--- src/rtl/owin_pkg.sv ---
package owin_pkg;

    localparam int LADDR_W       = 32;
    localparam int PAGE_W        = 12;
    localparam int PFN_W         = LADDR_W - PAGE_W;
    localparam int EXT_W         = 32;
    localparam int CDATA_W       = 32;
    localparam int SIZE_W        = 6;
    localparam int TYPE_W        = 4;
    localparam int CFG_W         = 6;
    localparam int OADDR_W       = EXT_W + LADDR_W;
    localparam int MIN_SIZE_CODE = PAGE_W - 1;

    typedef enum logic [1:0] {
        SEL_XLAT = 2'd0,
        SEL_XEXT = 2'd1,
        SEL_BASE = 2'd2,
        SEL_ATTR = 2'd3
    } reg_sel_e;

    typedef struct packed {
        logic              en;
        logic [TYPE_W-1:0] rd_ty;
        logic [TYPE_W-1:0] wr_ty;
        logic [SIZE_W-1:0] size;
    } attr_t;

    typedef struct packed {
        logic [EXT_W-1:0] xext;
        logic [PFN_W-1:0] xlat;
        logic [PFN_W-1:0] base;
        attr_t            attr;
    } win_t;

    // Offset mask of a window: bits 0..code set, saturating at the full width.
    function automatic logic [LADDR_W-1:0] size_mask(input logic [SIZE_W-1:0] code);
        logic [LADDR_W-1:0] m;
        m = '0;
        for (int b = 0; b < LADDR_W; b++) begin
            if (b <= int'(code)) m[b] = 1'b1;
        end
        return m;
    endfunction

endpackage

--- src/rtl/owin_regs.sv ---
module owin_regs
    import owin_pkg::*;
#(
    parameter int NUM_WIN = 5
) (
    input  logic                    clk,
    input  logic                    rst_n,
    input  logic                    cfg_we,
    input  logic [CFG_W-1:0]        cfg_word,
    input  logic [CDATA_W-1:0]      cfg_wdata,
    output logic [CDATA_W-1:0]      cfg_rdata,
    output win_t [NUM_WIN-1:0]      win_o
);

    localparam int IDX_W = CFG_W - 2;

    win_t [NUM_WIN-1:0] win_d, win_q;
    logic [IDX_W-1:0]   idx;
    reg_sel_e           sel;

    assign idx = cfg_word[CFG_W-1:2];
    assign sel = reg_sel_e'(cfg_word[1:0]);

    always_comb begin
        win_d = win_q;
        for (int w = 0; w < NUM_WIN; w++) begin
            if (cfg_we && int'(idx) == w) begin
                case (sel)
                    SEL_XLAT: win_d[w].xlat = cfg_wdata[PFN_W-1:0];
                    SEL_XEXT: win_d[w].xext = cfg_wdata[EXT_W-1:0];
                    SEL_BASE: win_d[w].base = cfg_wdata[PFN_W-1:0];
                    default: begin
                        win_d[w].attr.en    = cfg_wdata[31];
                        win_d[w].attr.rd_ty = cfg_wdata[19:16];
                        win_d[w].attr.wr_ty = cfg_wdata[15:12];
                        win_d[w].attr.size  = cfg_wdata[SIZE_W-1:0];
                    end
                endcase
            end
        end
    end

    always_comb begin
        cfg_rdata = '0;
        for (int w = 0; w < NUM_WIN; w++) begin
            if (int'(idx) == w) begin
                case (sel)
                    SEL_XLAT: cfg_rdata = {{(CDATA_W-PFN_W){1'b0}}, win_q[w].xlat};
                    SEL_XEXT: cfg_rdata = win_q[w].xext;
                    SEL_BASE: cfg_rdata = {{(CDATA_W-PFN_W){1'b0}}, win_q[w].base};
                    default:  cfg_rdata = {win_q[w].attr.en, 11'b0,
                                           win_q[w].attr.rd_ty, win_q[w].attr.wr_ty,
                                           6'b0, win_q[w].attr.size};
                endcase
            end
        end
    end

    always_ff @(posedge clk) begin
        if (!rst_n) win_q <= '0;
        else        win_q <= win_d;
    end

    assign win_o = win_q;

endmodule

--- src/rtl/owin_match.sv ---
module owin_match
    import owin_pkg::*;
#(
    parameter int NUM_WIN = 5
) (
    input  win_t [NUM_WIN-1:0] win_i,
    input  logic [LADDR_W-1:0] req_addr,
    output logic [NUM_WIN-1:0] hit_o
);

    for (genvar i = 0; i < NUM_WIN; i++) begin : g_win
        logic               usable;
        logic [LADDR_W-1:0] mask;
        logic [LADDR_W-1:0] base_addr;

        assign usable    = win_i[i].attr.en && (win_i[i].attr.size >= SIZE_W'(MIN_SIZE_CODE));
        assign mask      = size_mask(win_i[i].attr.size);
        assign base_addr = {win_i[i].base, {PAGE_W{1'b0}}};

        if (i == 0) begin : g_default
            // catch-all: no base compare, priority resolved downstream
            assign hit_o[i] = usable;
        end else begin : g_cmp
            assign hit_o[i] = usable && (((req_addr ^ base_addr) & ~mask) == '0);
        end
    end

endmodule

--- src/rtl/owin_select.sv ---
module owin_select
    import owin_pkg::*;
#(
    parameter int NUM_WIN = 5,
    parameter int WIN_W   = (NUM_WIN > 1) ? $clog2(NUM_WIN) : 1
) (
    input  logic               clk,
    input  logic               rst_n,
    input  win_t [NUM_WIN-1:0] win_i,
    input  logic [NUM_WIN-1:0] hit_i,
    input  logic               req_valid,
    input  logic [LADDR_W-1:0] req_addr,
    input  logic               req_write,
    output logic               rsp_valid,
    output logic               rsp_hit,
    output logic [WIN_W-1:0]   rsp_win,
    output logic [TYPE_W-1:0]  rsp_type,
    output logic [OADDR_W-1:0] rsp_addr
);

    typedef struct packed {
        logic               valid;
        logic               hit;
        logic [WIN_W-1:0]   win;
        logic [TYPE_W-1:0]  ty;
        logic [OADDR_W-1:0] addr;
    } rsp_t;

    rsp_t               rsp_d, rsp_q;
    logic [WIN_W-1:0]   pick;
    logic               found;
    win_t               chosen;
    logic [LADDR_W-1:0] mask;
    logic [LADDR_W-1:0] low_addr;

    always_comb begin
        pick  = '0;
        found = 1'b0;
        for (int i = NUM_WIN - 1; i >= 1; i--) begin
            if (hit_i[i]) begin
                pick  = WIN_W'(i);
                found = 1'b1;
            end
        end
        if (!found && hit_i[0]) found = 1'b1;

        chosen = win_i[0];
        for (int i = 1; i < NUM_WIN; i++) begin
            if (int'(pick) == i) chosen = win_i[i];
        end

        mask     = size_mask(chosen.attr.size);
        low_addr = ({chosen.xlat, {PAGE_W{1'b0}}} & ~mask) | (req_addr & mask);

        rsp_d       = '0;
        rsp_d.valid = req_valid;
        if (req_valid && found) begin
            rsp_d.hit  = 1'b1;
            rsp_d.win  = pick;
            rsp_d.ty   = req_write ? chosen.attr.wr_ty : chosen.attr.rd_ty;
            rsp_d.addr = {chosen.xext, low_addr};
        end
    end

    always_ff @(posedge clk) begin
        if (!rst_n) rsp_q <= '0;
        else        rsp_q <= rsp_d;
    end

    assign rsp_valid = rsp_q.valid;
    assign rsp_hit   = rsp_q.hit;
    assign rsp_win   = rsp_q.win;
    assign rsp_type  = rsp_q.ty;
    assign rsp_addr  = rsp_q.addr;

endmodule

--- src/rtl/owin_xlate.sv ---
module owin_xlate
    import owin_pkg::*;
#(
    parameter int NUM_WIN = 5,
    parameter int WIN_W   = (NUM_WIN > 1) ? $clog2(NUM_WIN) : 1
) (
    input  logic               clk,
    input  logic               rst_n,
    input  logic               cfg_we,
    input  logic [CFG_W-1:0]   cfg_word,
    input  logic [CDATA_W-1:0] cfg_wdata,
    output logic [CDATA_W-1:0] cfg_rdata,
    input  logic               req_valid,
    input  logic [LADDR_W-1:0] req_addr,
    input  logic               req_write,
    output logic               rsp_valid,
    output logic               rsp_hit,
    output logic [WIN_W-1:0]   rsp_win,
    output logic [TYPE_W-1:0]  rsp_type,
    output logic [OADDR_W-1:0] rsp_addr
);

    win_t [NUM_WIN-1:0] win;
    logic [NUM_WIN-1:0] hit;

    owin_regs #(.NUM_WIN(NUM_WIN)) u_regs (
        .clk       (clk),
        .rst_n     (rst_n),
        .cfg_we    (cfg_we),
        .cfg_word  (cfg_word),
        .cfg_wdata (cfg_wdata),
        .cfg_rdata (cfg_rdata),
        .win_o     (win)
    );

    owin_match #(.NUM_WIN(NUM_WIN)) u_match (
        .win_i    (win),
        .req_addr (req_addr),
        .hit_o    (hit)
    );

    owin_select #(.NUM_WIN(NUM_WIN), .WIN_W(WIN_W)) u_select (
        .clk       (clk),
        .rst_n     (rst_n),
        .win_i     (win),
        .hit_i     (hit),
        .req_valid (req_valid),
        .req_addr  (req_addr),
        .req_write (req_write),
        .rsp_valid (rsp_valid),
        .rsp_hit   (rsp_hit),
        .rsp_win   (rsp_win),
        .rsp_type  (rsp_type),
        .rsp_addr  (rsp_addr)
    );

endmodule

--- config.mk ---
export PLATFORM = sky130hd
export DESIGN_NAME = owin_xlate
export DESIGN_NICKNAME = d
export VERILOG_FILES = /design/src/rtl/owin_pkg.sv /design/src/rtl/owin_regs.sv /design/src/rtl/owin_match.sv /design/src/rtl/owin_select.sv /design/src/rtl/owin_xlate.sv
export SDC_FILE = /design/constraint.sdc
export NUM_CORES = 2
export LEC_CHECK = 0
export ABC_AREA = 1
export BUFFER_PORTS_ARGS = -buffer_cell sky130_fd_sc_hd__clkbuf_2
export CORE_MARGIN = 3
export CORE_UTILIZATION = 55
export CTS_CLUSTER_DIAMETER = 100
export DETAILED_ROUTE_END_ITERATION = 12
export PLACE_DENSITY = 0.8
export SLEW_MARGIN = 5
export SYNTH_ARGS = -nofsm -noshare
export SYNTH_HDL_FRONTEND = slang
export SYNTH_SLANG_ARGS = --single-unit
export TNS_END_PERCENT = 5
--- constraint.sdc ---
create_clock -name clk -period 2.9 [get_ports clk]
set_input_delay 0.58 -clock clk [delete_from_list [all_inputs] [get_ports clk]]
set_output_delay 0.58 -clock clk [all_outputs]
set_load 0.02 [all_outputs]
==> results.sh <==
export IMPL_port_buffers=179
export IMPL_grt_ovfl_total=0
export IMPL_gp_congestion=1.08
export IMPL_avgSynthCellArea_um2=6.71
export IMPL_clk_insertion_delay_late_ns=0.64
export IMPL_cts_max_level=2
export IMPL_yosysTopAreaCellShare=0.402
export IMPL_die_h_um=220
export IMPL_cts_sinks=508
export IMPL_cts_buffers=52
export IMPL_rows=77
export IMPL_core_um2=44800
export IMPL_p_leak_nw=13.6
export IMPL_fin_nets=4194
export IMPL_cts_tree="done"
export IMPL_tightest_slew_ns=1.04
export IMPL_ys_top_cells_by_count="nor2_1 (731), o21ai_0 (617), nand2_1 (554), dfxtp_1 (508), a21oi_1 (295)"
export IMPL_layout_drive_gt1_share=0.213
export IMPL_gr_usage_all_layers=0.474
export IMPL_ys_seq_area_frac=0.402
export IMPL_via_per_inst=6.29
export IMPL_wl_per_cell_um=25.3
export IMPL_path_max_fanout=10
export IMPL_synth_ff_type="dfxtp_1"
export IMPL_final_cells=4751
export IMPL_status="finished with violations"
export IMPL_grt_max_degree=235
export IMPL_setup_tns_ns=-0.464
export IMPL_setup_violations_final=19
export IMPL_synthTopCellsByArea="dfxtp_1 (40%), o21ai_0 (12%), nor2_1 (11%), nand2_1 (8.2%), a21oi_1 (5.8%)"
export IMPL_synth_cell_types=47
export IMPL_rsz0062_at_grt="true"
export IMPL_die_area_um2=48600
export IMPL_vias=29906
export IMPL_hold_viol_final=0
export IMPL_arrival_ns=2.38
export IMPL_post_dp_hpwl_mm=84.7
export IMPL_cts_buffer_depth=3
export IMPL_dp_cells=4629
export IMPL_postRouteAntennaNets=0
export IMPL_start_util=0.565
export IMPL_dr_pass1_iters=7
export IMPL_path_clk_slew_ns=0.06
export IMPL_yosysTopAreaCell="dfxtp_1"
export IMPL_drtIter0Drc=5765
export IMPL_required_ns=2.32
export IMPL_grt_first_pass_wirelength_mm=171
export IMPL_drc=0
export IMPL_antenna_found_initial=6
export IMPL_ir_worst_vdd_mv=0.496
export IMPL_ys_warnings_count=0
export IMPL_syn_to_final_growth_pct=26.1
export IMPL_ios=180
export IMPL_slew_viol_final=0
export IMPL_hold_buffers=0
export IMPL_finalInstanceArea_um2=31900
export IMPL_critPathKind="input pin to primary output"
export IMPL_relSlewSlack=0.308
export IMPL_grt_pass1_vias=26766
export IMPL_fillers=3750
export IMPL_fin_ws_ns=-0.0593
export IMPL_fmax_mhz=338
export IMPL_cp_start_kind="input pin"
export IMPL_maxCapViolations=0
export IMPL_violations="negative setup slack"
export IMPL_cts_root_buffer="clkbuf_16"
export IMPL_syn_nets=3845
export IMPL_fin_crit_ns=2.96
export IMPL_syn_inst=3770
export IMPL_async_flop_share=0
export IMPL_ys_seq_elements=508
export IMPL_die_w_um=220
export IMPL_fin_crit_sh=1.02
export IMPL_wirelength_mm=120
export IMPL_p_per_area_nw_per_um2=474
export IMPL_synth_edf_count=0
export IMPL_multi_input_area_um2=13500
export IMPL_skew_ns=0.0241
export IMPL_synth_most_common_cell="nor2_1"
export IMPL_syn_cell_area_um2=25300
export IMPL_post_dp_cell_area_um2=29000
export IMPL_hold_class="input pin to register"
export IMPL_regArea_um2=10200
export IMPL_cp_end_kind="primary output"
## per-stage QoR
step           power [mW]  utilization  worst slack, ns  hold WS (ns)
6_report             15.1        0.712          -0.0593         0.162
5_1_grt              15.4        0.712           -0.147         0.172
4_1_cts              15.0        0.691          -0.0721         0.151
3_5_place_dp         8.28        0.648           -0.353         0.457
3_3_place_gp         8.27        0.648           -0.377         0.456
2_1_floorplan        7.73            -          -0.0938         0.439
## worst paths after layout
path                            depth (start not counted)         startpoint  slack [ns]                    end
worst max-delay path                                   11        cfg_word[4]       -0.06          cfg_rdata[10]
worst min-delay path                                    3        req_addr[0]        0.16   u_select.rsp_addr[0]
worst max register to register                         18  u_regs.win_o[178]       -0.03  u_select.rsp_addr[20]
worst min register to register                          2  u_regs.win_o[181]        0.47      u_regs.win_o[181]
## what timing repair did
| action | 4_1_cts | 5_1_grt |
|---|---|---|
| setup endpoints to repair | 54 | 88 |
| buffers inserted | 8 | 17 |
| endpoints found under the hold margin | 0 | 0 |
| gates cloned | 0 | 4 |
| resized for setup | 53 | 239 |
| pin swaps | 5 | 51 |
## worst max-delay path, stage by stage
cell and delay (ns):
clkbuf_2 0.11, nor2_1 0.06, inv_1 0.07, nor3_1 0.05, buf_4 0.14, inv_1 0.13, buf_4 0.24, o21ai_1 0.13
a21oi_2 0.35, o211ai_1 0.28, clkbuf_2 0.23
## layer usage
layer / GRT usage / part of all wire
met5: 0 / 0.00022
met1: 0.609 / 0.35
met3: 0.126 / 0.15
met4: 0.368 / 0.10
met2: 0.676 / 0.40
## cell usage in the layout, fill, tap and decap left out, types with 39 or more instances in the layout
master / instances
nor2_1: 700
clkbuf_16: 55
o21ai_0: 588
dfxtp_1: 487
a21oi_1: 273
nand2_1: 526
nand3_1: 114
inv_1: 249
clkbuf_2: 162
o211ai_1: 39
buf_4: 363
o22ai_1: 44
## state kept, by name, indices dropped and copies added, names as in the netlist
signal	flops
u_regs.win_o	435
u_select.rsp_addr	64
u_select.rsp_type	4
u_select.rsp_win	3
u_select.rsp_hit	1
u_select.rsp_valid	1
## cell type report
cell class | instances | share of cell area
Sequential cell | 508 | 0.321
Antenna cell | 3 | 0.000235
Clock buffer | 73 | 0.0464
Multi-Input combinational cell | 2685 | 0.424
Clock inverter | 18 | 0.00706
Tap cell | 592 | 0.0232
Inverter | 284 | 0.0342
Timing Repair Buffer | 588 | 0.145
## kinds of logic (layout without fill, tap and decap cells)
logic type	count (synthesis)	count (layout)	share of synthesized area
flops	508	508	0.402
simple gates	1461	1462	0.231
compound gates	1162	1162	0.256
buf+inv	578	963	0.0898
xor+xnor	61	61	0.0211
other cells	0	3	0
## power breakdown
part           total (mW)  switching, mW  internal (mW)
Clock                6.88           2.97           3.91
Combinational        1.20          0.820          0.377
Sequential           7.05         0.0418           7.01
Total                15.1           3.84           11.3
Power figures use the tool's default switching activity.
